`config.mk`:
```
export PLATFORM = sky130hd
export DESIGN_NAME = tmr_unit
export DESIGN_NICKNAME = d
export VERILOG_FILES = /design/src/rtl/tmr_pkg.sv /design/src/rtl/tmr_prescaler.sv /design/src/rtl/tmr_tick_gen.sv /design/src/rtl/tmr_counter.sv /design/src/rtl/tmr_unit.sv
export SDC_FILE = /design/constraint.sdc
export NUM_CORES = 1
export LEC_CHECK = 0
export ABC_CLOCK_PERIOD_IN_PS = 2600
export BUFFER_PORTS_ARGS = -buffer_cell sky130_fd_sc_hd__buf_2
export CELL_PAD_IN_SITES_DETAIL_PLACEMENT = 1
export CELL_PAD_IN_SITES_GLOBAL_PLACEMENT = 1
export CORE_MARGIN = 3
export CORE_UTILIZATION = 45
export DETAILED_ROUTE_END_ITERATION = 10
export MAX_ROUTING_LAYER = met4
export PLACE_DENSITY = 0.82
export SLEW_MARGIN = 20
export SYNTH_ARGS = -nofsm -noshare
export SYNTH_HDL_FRONTEND = slang
export SYNTH_SLANG_ARGS = --single-unit
```
`constraint.sdc`:
```
create_clock -name clk -period 2.6 [get_ports clk]
set_clock_uncertainty 0.05 [all_clocks]
set_input_delay 0.52 -clock clk [delete_from_list [all_inputs] [get_ports clk]]
set_output_delay 0.52 -clock clk [all_outputs]
set_load 0.01 [all_outputs]
```
`src/rtl/tmr_pkg.sv`:
```
package tmr_pkg;
  localparam int DATA_W = 8;

  // prescaler bit whose falling edge paces the counter for a rate code
  function automatic int tap_bit(input logic [1:0] sel);
    return (sel == 2'b00) ? 9 : (2 * int'(sel) + 1);
  endfunction

  // counter step: wraps through the reload value
  function automatic logic [DATA_W-1:0] count_step(input logic [DATA_W-1:0] cur,
                                                   input logic [DATA_W-1:0] reload);
    return (&cur) ? reload : cur + 1'b1;
  endfunction
endpackage

```
`src/rtl/tmr_prescaler.sv`:
```
module tmr_prescaler #(
  parameter int PRESC_W = 16
) (
  input  logic               clk,
  input  logic               rst_n,
  input  logic               clear,
  output logic [PRESC_W-1:0] presc
);
  always_ff @(posedge clk or negedge rst_n) begin
    if (!rst_n)     presc <= '0;
    else if (clear) presc <= '0;
    else            presc <= presc + 1'b1;
  end
endmodule

```
`src/rtl/tmr_tick_gen.sv`:
```
module tmr_tick_gen #(
  parameter int PRESC_W = 16
) (
  input  logic               clk,
  input  logic               rst_n,
  input  logic [PRESC_W-1:0] presc,
  input  logic [1:0]         rate_sel,
  input  logic               enable,
  output logic               tick
);
  localparam int TAP_W = $clog2(PRESC_W);

  logic [TAP_W-1:0] tap;
  logic             gated;
  logic             gated_q;

  assign tap   = TAP_W'(tmr_pkg::tap_bit(rate_sel));
  assign gated = presc[tap] & enable;
  assign tick  = gated_q & ~gated;

  always_ff @(posedge clk or negedge rst_n) begin
    if (!rst_n) gated_q <= 1'b0;
    else        gated_q <= gated;
  end
endmodule

```
`src/rtl/tmr_counter.sv`:
```
module tmr_counter #(
  parameter int W = 8
) (
  input  logic         clk,
  input  logic         rst_n,
  input  logic         tick,
  input  logic         cnt_wr,
  input  logic         mod_wr,
  input  logic [W-1:0] wdata,
  output logic [W-1:0] cnt,
  output logic [W-1:0] reload,
  output logic         wrap,
  output logic         irq
);
  assign wrap = tick & (&cnt) & ~cnt_wr;

  always_ff @(posedge clk or negedge rst_n) begin
    if (!rst_n) begin
      cnt    <= '0;
      reload <= '0;
      irq    <= 1'b0;
    end else begin
      if (cnt_wr)    cnt <= wdata;
      else if (tick) cnt <= tmr_pkg::count_step(cnt, reload);
      if (mod_wr) reload <= wdata;
      irq <= wrap;
    end
  end
endmodule

```
`src/rtl/tmr_unit.sv`:
```
module tmr_unit #(
  parameter int PRESC_W  = 16,
  parameter int DIV_LSB  = 8,
  parameter int ADDR_W   = 8,
  parameter logic [7:0] OFF_DIV  = 8'h04,
  parameter logic [7:0] OFF_CNT  = 8'h05,
  parameter logic [7:0] OFF_MOD  = 8'h06,
  parameter logic [7:0] OFF_CTRL = 8'h07
) (
  input  logic                        clk,
  input  logic                        rst_n,
  input  logic [ADDR_W-1:0]           bus_addr,
  input  logic [tmr_pkg::DATA_W-1:0]  bus_wdata,
  input  logic                        bus_we,
  output logic [tmr_pkg::DATA_W-1:0]  bus_rdata,
  output logic                        timer_irq
);
  localparam int DW = tmr_pkg::DATA_W;

  logic [PRESC_W-1:0] presc;
  logic [2:0]         ctrl_q;
  logic [DW-1:0]      cnt_q;
  logic [DW-1:0]      mod_q;
  logic               div_wr, cnt_wr, mod_wr, ctrl_wr;
  logic               tick, wrap;

  assign div_wr  = bus_we & (bus_addr == ADDR_W'(OFF_DIV));
  assign cnt_wr  = bus_we & (bus_addr == ADDR_W'(OFF_CNT));
  assign mod_wr  = bus_we & (bus_addr == ADDR_W'(OFF_MOD));
  assign ctrl_wr = bus_we & (bus_addr == ADDR_W'(OFF_CTRL));

  always_ff @(posedge clk or negedge rst_n) begin
    if (!rst_n)       ctrl_q <= '0;
    else if (ctrl_wr) ctrl_q <= bus_wdata[2:0];
  end

  tmr_prescaler #(.PRESC_W(PRESC_W)) u_presc (
    .clk(clk), .rst_n(rst_n), .clear(div_wr), .presc(presc)
  );

  tmr_tick_gen #(.PRESC_W(PRESC_W)) u_tick (
    .clk(clk), .rst_n(rst_n), .presc(presc),
    .rate_sel(ctrl_q[1:0]), .enable(ctrl_q[2]), .tick(tick)
  );

  tmr_counter #(.W(DW)) u_cnt (
    .clk(clk), .rst_n(rst_n), .tick(tick), .cnt_wr(cnt_wr), .mod_wr(mod_wr),
    .wdata(bus_wdata), .cnt(cnt_q), .reload(mod_q), .wrap(wrap), .irq(timer_irq)
  );

  always_comb begin
    bus_rdata = '0;
    if (bus_addr == ADDR_W'(OFF_DIV))       bus_rdata = presc[DIV_LSB +: DW];
    else if (bus_addr == ADDR_W'(OFF_CNT))  bus_rdata = cnt_q;
    else if (bus_addr == ADDR_W'(OFF_MOD))  bus_rdata = mod_q;
    else if (bus_addr == ADDR_W'(OFF_CTRL)) bus_rdata = {{(DW-3){1'b0}}, ctrl_q};
  end
endmodule

```
* Word-level counts from Yosys, hierarchy flattened
Cells that the tools add are included.
** Storage, ports and cells
- Register bits :: 37
- Bits of input ports :: 19
- Output and inout port bits :: 9
- Word-level logic and storage cells :: 38
** Operators by class
- $add $sub $neg :: 3
- Order comparisons :: 1
- Equality and inequality tests :: 4
- Muxes and demuxes :: 11
- Bitwise operators :: 10
- Reduce and logical (&&, ||, !) cells :: 3
** Operators with widths (count)
- $mux W8 :: 6
- $eq A8 B3 Y1 const B :: 4
- $add A16 B1 Y16 const B :: 1
- $mux W16 :: 1
- $add A8 B1 Y8 const B :: 1
- $and A1 B1 Y1 :: 8
- $reduce_and A8 Y1 :: 1
- $lt A4 B5 Y1 const B :: 1
- $add A3 B1 Y4 const B :: 1
- $bmux W1 S4 :: 1
- $mux W4 :: 1
- $mux W3 :: 1
- $logic_not A2 Y1 :: 1
- $not A1 Y1 :: 2
- $reduce_bool A2 Y1 :: 1
- $mux W1 :: 1

* Logic depth before layout (Yosys ltp)
Gate-level depths: netlist of the first run.
- Depth after elaboration :: 9
- Depth in mapped cells :: 7
- Mapped depth without buffers :: 6

* Modules after synthesis
From an unflattened synthesis of the first run, not the netlist that was laid out.
** Second synthesis, totals
- Cells, all modules :: 213
- Area, all modules :: 2174.6 µm²
** Modules (own cells, without submodules)
- tmr_counter :: times used 1, cells each 85, area an instance 899.6 µm², seq. area each 425.4 µm²
- tmr_prescaler :: times used 1, cells each 79, area an instance 782.0 µm², seq. area each 400.4 µm²
- tmr_unit :: times used 1, cells each 45, area an instance 431.7 µm², seq. area each 75.1 µm²
- tmr_tick_gen :: times used 1, cells each 4, area an instance 61.3 µm², seq. area each 25.0 µm²

* Least setup slack after synthesis of the first run
Ideal clock, no wire load.
- Kind :: in2out
- From :: input bus_addr[1]
- To :: output bus_rdata[2] in the netlist's numbering
- Data arrival time :: 1.532 ns
- Required time :: 2.030 ns
- Slack :: 0.498 ns
- Cell stages on the path :: 3
- Buffers on the path :: 1
- Cells stage by stage :: buf_2 -> mux4_1 -> and2_1
** Between the ends
- Word-level cells in the longest chain between the ends :: 5
- Elaborated cells between the ends (all ways) :: 8
- Classes of those cells :: eq/ne: 4; mux: 4
** Ends and longest elaborated chain
- start, declared :: line tmr_unit.sv:12 : input logic [ADDR_W-1:0] bus_addr,
- $eq A8 B3 Y1 :: line tmr_unit.sv:56 : else if (bus_addr == ADDR_W'(OFF_CTRL)) bus_rdata = {{(DW-3){1'b0}}, ctrl_q};
- $mux W3 :: line tmr_unit.sv:56
- $mux W8 :: line tmr_unit.sv:55 : else if (bus_addr == ADDR_W'(OFF_MOD)) bus_rdata = mod_q;
- $mux W8 :: line tmr_unit.sv:54 : else if (bus_addr == ADDR_W'(OFF_CNT)) bus_rdata = cnt_q;
- $mux W8 * :: line tmr_unit.sv:53 : if (bus_addr == ADDR_W'(OFF_DIV)) bus_rdata = presc[DIV_LSB +: DW];
- end, declared :: line tmr_unit.sv:15 : output logic [tmr_pkg::DATA_W-1:0] bus_rdata,
Every way passes the cells marked *; elsewhere a longest branch is shown, timed or not.

* Worst setup path after layout of the first run
- From :: input bus_addr[5]
- To :: output bus_rdata[0] in the netlist's numbering
Same word-level chain as after synthesis.

==> flow_summary.ini, run 1 <==
[outcome]
outcome = completed

[yosys]
synth_top_area_share = 0.432
netlist.top_cell.by_area = dfrtp_1
syn_inst = 210
ys_top_cells_by_count = dfrtp_1 (37), nor2_1 (30), nand2_1 (14)
synthArstFlopShare = 1.00
synthFlopType = dfrtp_1
synth_area_sq_um = 2140
syn_nets = 231
synth_cell_types = 50
synth_edf_count = 0
yosysWarnings = 0
ys_seq_area_frac = 0.432
synth_most_common_cell = dfrtp_1
ys_seq_elements = 37
avgSynthCellArea_sq_um = 10.2
synth_area_leaders = dfrtp_1 (43%), mux2_2 (6.8%), nor2_1 (5.3%)

[clock_tree]
cts_tree = done
holdBufCountCts = 0
cts_root_buf = clkbuf_8
clock_latency_ns = 0.29
clk_pin_slew_ns = 0.07
clock_path_buffers = 2
cts_setup_buffers = 0
numCtsBuffers = 5
cts_sinks = 37
htreeDepth = 2
cts_resized = 0

[die]
core_sq_um = 4470
std_cell_rows = 24
io_pins = 28
die_h_um = 75.0
start_util = 0.479
dieArea_sq_um = 5630
die_x_um = 75.0

[power]
irDropWorstVdd_mv = 0.464
power_per_cell_area_nw_per_um2 = 630
leakage_nw = 1.11

[worst_setup_path]
critPathLaunchType = input pin
reg2reg_to = u_cnt.cnt[6]
r2r_start = u_presc.presc[7]
cp_data_arrival_time_ns = 1.79
timing.critical_path.from = bus_addr[5]
cp_max_fo = 8
r2r_slack_ns = 0.45
crit_type = in -> out
endpoint_kind = primary output
endpoint = bus_rdata[0]
reg2reg_depth = 5
cp.required_ns = 2.03

[routing]
vias = 1760
drt_iter0_markers = 76
vias_per_cell = 6.15
wl_per_cell_um = 18.7
drc = 0
totalWireLength_um = 5340
drt_pass1_iterations = 4
ant_nets = 0

[cells_and_area]
diodes = 0
nFillCells = 526
finalNetCount = 255
syn2layout_area_growth_pct = 10.2
drive_gt1_frac = 0.231

[sta]
setup_tns_ns = 0
slew_headroom = 0.291
hold_ws_ns = 0.285
setup_violations = 0
drv_slew = 0
fin_crit_sh = 0.906
worst_slew_pin_slew_ns = 1.06
max_clock_freq_mhz = 425
hold_violations = 0
min_period_ns = 2.36
rsz0062_at_grt = no

[global_route]
grt_first_pass_wirelength_um = 8850
grt_pass1_vias = 1825
antenna_found_initial = 0
grt-ovfl-total = 0
grt_max_degree = 38
grt_usage = 0.218

[flow_run]
cap_violations = 0

[placement]
dpl.hpwl_um = 3960
gp_congestion = 0.811
port_buffers = 27

[worst_hold_path]
hold_path_class = in -> async
-- cells by family after synthesis --
group | Yosys count | synth area share
compound gates | 31 | 0.0952
flops | 37 | 0.432
mux | 26 | 0.151
fa+ha+maj | 2 | 0.0117
buf+inv | 14 | 0.0409
simple gates | 86 | 0.213
xor+xnor | 14 | 0.0572
-- through the flow --
stage	total power, mW	cells	utilization	setup slack (ns)	instance area [sq um]
CTS	1.50	286	0.528	0.233	2360
finish	1.49	286	0.528	0.245	2360
floorplan	0.992	210	-	0.498	2140
global placement	1.07	279	0.508	0.280	2270
global route	1.58	286	0.528	0.158	2360
detailed placement	1.10	279	0.508	0.242	2270
-- final cells by class --
cell class	instances	area [sq um]	area share
multi-input combinational	159	1130	0.479
sequential	37	926	0.392
timing repair buffer	28	143	0.0604
clock buffer	7	86.3	0.0366
tap	52	65.1	0.0276
inverter	3	11.3	0.00477
-- layer usage --
metal	wire (um)	up-vias	track usage	share of wire
met1	2390	888	0.282	0.45
met5	0	-	-	0
met3	292	13	0.0454	0.055
li1	-	805	-	-
met2	2530	54	0.328	0.47
met4	136	0	0.101	0.025
-- flip-flops by register name, summed over array words and instances (netlist names) --
signal          count
u_presc.presc      16
u_cnt.cnt           8
u_cnt.reload        8
u_tick.gated_q      1
ctrl_q              3
u_cnt.irq           1
-- report_power, final --
group,internal [mW],switching [mW],total (mW)
logic,0.141,0.151,0.292
clock network,0.210,0.189,0.400
registers,0.669,0.128,0.797
total,1.02,0.468,1.49
-- placed cells by master, fill, tap and decap left out, types with 2 or more instances in the layout --
| cell | instances |
|---|---|
| or3_1 | 3 |
| and4_1 | 2 |
| clkbuf_8 | 6 |
| mux4_2 | 2 |
| nor2b_1 | 2 |
| xor2_1 | 9 |
| and2_1 | 3 |
| o21ai_0 | 5 |
| nand4_1 | 6 |
| ha_1 | 2 |
| buf_2 | 27 |
| nor2_1 | 30 |
| o41ai_1 | 2 |
| dfrtp_1 | 37 |
| a31oi_1 | 3 |
| nor3_1 | 2 |
| inv_1 | 3 |
| mux2_2 | 13 |
| o31ai_1 | 2 |
| a21oi_1 | 8 |
| mux2i_1 | 9 |
| nand2_1 | 14 |
| and3_1 | 5 |
| xnor2_1 | 5 |
| nand3_1 | 10 |
-- worst min-delay path by stage --
stage	depth (start not counted)	slack [ns]	startpoint	end
6_report	1	0.29	rst_n	u_cnt.reload[6]
5_1_grt	1	0.33	rst_n	u_cnt.reload[6]
4_1_cts	1	0.31	rst_n	u_cnt.cnt[2]
3_5_place_dp	1	0.40	u_presc.presc[0]	u_presc.presc[0]
3_3_place_gp	1	0.40	u_presc.presc[0]	u_presc.presc[0]
2_1_floorplan	0	0.17	rst_n	ctrl_q[0]
-- critical path, stage by stage --
cell	delay (ns)
buf_2	0.09
nor4_1	0.34
and3b_1	0.48
and2_1	0.21
buf_2	0.13
Power figures use the tool's default switching activity.
==> run 2, diff against run 1 <==
--- a/config.mk
+++ b/config.mk
@@ -5,15 +5,17 @@
 export SDC_FILE = /design/constraint.sdc
 export NUM_CORES = 1
 export LEC_CHECK = 0
-export ABC_CLOCK_PERIOD_IN_PS = 2600
+export ABC_AREA = 1
+export ABC_CLOCK_PERIOD_IN_PS = 2400
 export BUFFER_PORTS_ARGS = -buffer_cell sky130_fd_sc_hd__buf_2
 export CELL_PAD_IN_SITES_DETAIL_PLACEMENT = 1
 export CELL_PAD_IN_SITES_GLOBAL_PLACEMENT = 1
 export CORE_MARGIN = 3
-export CORE_UTILIZATION = 45
+export CORE_UTILIZATION = 44
+export CTS_BUF_LIST = sky130_fd_sc_hd__clkbuf_4 sky130_fd_sc_hd__clkbuf_8
 export DETAILED_ROUTE_END_ITERATION = 10
 export MAX_ROUTING_LAYER = met4
-export PLACE_DENSITY = 0.82
+export PLACE_DENSITY = 0.86
 export SLEW_MARGIN = 20
 export SYNTH_ARGS = -nofsm -noshare
 export SYNTH_HDL_FRONTEND = slang
==> constraint.sdc (replaced) <==
create_clock -name clk -period 2.4 [get_ports clk]
set_clock_uncertainty 0.05 [all_clocks]
set_input_delay 0.48 -clock clk [delete_from_list [all_inputs] [get_ports clk]]
set_output_delay 0.48 -clock clk [all_outputs]
set_load 0.01 [all_outputs]
==> flow_summary.ini, run 2 <==
[outcome]
outcome = completed

[clock_tree]
holdBufCountCts = 0
cts_setup_buffers = 0
clk_pin_slew_ns = 0.08
cts_resized = 0
clock_path_buffers = 2
cts_tree = done
clock_latency_ns = 0.29
cts_root_buf = clkbuf_8
htreeDepth = 2
cts_sinks = 37
numCtsBuffers = 5

[yosys]
synth_area_sq_um = 2310
synth_edf_count = 0
yosysWarnings = 0
synth_cell_types = 32
ys_top_cells_by_count = nand2_1 (102), inv_1 (39), dfrtp_1 (37)
avgSynthCellArea_sq_um = 7.19
syn_inst = 322
synthFlopType = dfrtp_1
syn_nets = 343
netlist.top_cell.by_area = dfrtp_1
synth_most_common_cell = nand2_1
synthArstFlopShare = 1.00
ys_seq_elements = 37
synth_area_leaders = dfrtp_1 (40%), nand2_1 (17%), nand3_1 (6.5%)
synth_top_area_share = 0.400
ys_seq_area_frac = 0.400

[global_route]
antenna_found_initial = 0
grt_first_pass_wirelength_um = 11100
grt_pass1_vias = 2324
grt-ovfl-total = 0
grt_usage = 0.237
grt_max_degree = 38

[worst_hold_path]
hold_path_class = in -> async

[cells_and_area]
syn2layout_area_growth_pct = 13.5
multi_input_area_sq_um = 1180
largest_reg_flops = 16
diodes = 0
reg_top3 = u_presc.presc x16, u_cnt.cnt x8, u_cnt.reload x8
drive_gt1_frac = 0.192
top_register = u_presc.presc
final_cell_mix = nand2_1 (102), inv_1 (39), dfrtp_1 (37), nor2_1 (30), nand3_1 (30)
postLayoutCoreUtil = 0.535
finalNetCount = 374
layout_commonest_cell = nand2_1
nFillCells = 663
stdcell_count = 421
seqCellArea_sq_um = 926

[worst_setup_path]
cp.required_ns = 1.87
crit_chain = buf_2 > inv_2 > nand2_2 > nor2_8 > nand2_1 > inv_1 > nand2_1 > o2111ai_1 > buf_2
slowest_stage = nor2_8
max_stage_delay_ns = 0.26
cp_max_fo = 16
cp_data_arrival_time_ns = 1.68
critPathLaunchType = input pin
crit_type = in -> out
endpoint_kind = primary output

[placement]
gp_congestion = 0.953
dp.cells = 413
dp_slack_ns = 0.207
port_buffers = 27
dpl.hpwl_um = 4860

[die]
std_cell_rows = 25
dieArea_sq_um = 6170
start_util = 0.471
die_h_um = 78.5
die_x_um = 78.5
io_pins = 28
core_sq_um = 4910

[routing]
drt_iter0_markers = 112
vias_per_cell = 5.21
ant_nets = 0
wl_per_cell_um = 15.1
drt_pass1_iterations = 4
drc = 0
vias = 2194
totalWireLength_um = 6370

[sta]
fin_crit_sh = 0.919
setup_tns_ns = 0
drv_slew = 0
slew_headroom = 0.436
max_clock_freq_mhz = 453
worst_slew_pin_slew_ns = 0.846
hold_violations = 0
min_period_ns = 2.21
setup_ws_ns = 0.194
rsz0062_at_grt = no
setup_violations = 0

[power]
irDropWorstVdd_mv = 0.314
p_total_mw = 1.66
pwr-share-comb = 0.168
seqPwrFrac = 0.481
p_int_mw = 1.16
leakage_nw = 1.37
pwr-share-clk = 0.351
power_switching_mw = 0.491
power_per_cell_area_nw_per_um2 = 630
netSwitchingFraction = 0.297

[flow_run]
cap_violations = 0
## run 2: cell count changes after synthesis, sizes merged, moves of 4 or more
cell,previous run,this run
nand2,15,111
inv,3,46
nand3,11,35
mux2,14,0
o21ai,6,17
mux2i,9,0
nor2,30,36
buf,9,4
nand4,6,1
and3,5,1
nor3,3,7
xor2,9,5
## run 2: routing by layer
layer	global-route usage	wire [um]
met1	0.311	3080
met2	0.376	2920
met3	0.0367	253
met4	0.0769	124
met5	-	0
## run 2: area by class of cell
class                      count  area share
sequential                    37       0.353
clock buffer                   7      0.0343
timing repair buffer          28      0.0543
inverter                      47      0.0677
tap                           67      0.0319
clock inverter                 1      0.0114
multi-input combinational    234       0.448
## run 2: cell families after synthesis
logic type / Yosys count / share of synthesized area
flops: 37 / 0.400
buf+inv: 51 / 0.0919
compound gates: 30 / 0.0800
fa+ha+maj: 2 / 0.0108
xor+xnor: 8 / 0.0303
simple gates: 194 / 0.387
## run 2: worst max-delay path, delay by kind of cell
kind	cells	cell delay, ns
AO/OA/AOI/OAI	1	0.10
AND/OR/NAND/NOR	4	0.62
buffers and inverters	4	0.46
## run 2: worst paths after layout
| kind | start | endpoint | slack [ns] | cells after the start |
|---|---|---|---|---|
| hold reg to reg | u_presc.presc[0] | u_presc.presc[0] | 0.44 | 1 |
| setup reg to reg | u_cnt.cnt[0] | u_cnt.cnt[0] | 0.74 | 10 |
| max in group asynchronous | rst_n | u_cnt.reload[3] | 1.53 | 1 |
| min in group clk | bus_wdata[5] | u_cnt.cnt[5] | 0.39 | 3 |
| setup / recovery | bus_addr[4] | bus_rdata[0] | 0.19 | 9 |
| hold / removal | rst_n | u_presc.presc[4] | 0.24 | 1 |
## run 2: power by group through the flow
| stage | Combinational, mW | Clock [mW] | Sequential [mW] |
|---|---|---|---|
| 2_1_floorplan | 0.197 | 0 | 0.782 |
| 3_3_place_gp | 0.262 | 0 | 0.802 |
| 3_5_place_dp | 0.282 | 0 | 0.805 |
| 4_1_cts | 0.284 | 0.589 | 0.796 |
| 5_1_grt | 0.325 | 0.623 | 0.813 |
| 6_report | 0.278 | 0.582 | 0.796 |
## run 2: per-stage QoR
stage          area [sq um]  hold slack (ns)
6_report               2630            0.241
5_1_grt                2630            0.304
4_1_cts                2630            0.273
3_5_place_dp           2510            0.427
3_3_place_gp           2510            0.397
2_1_floorplan          2310            0.134
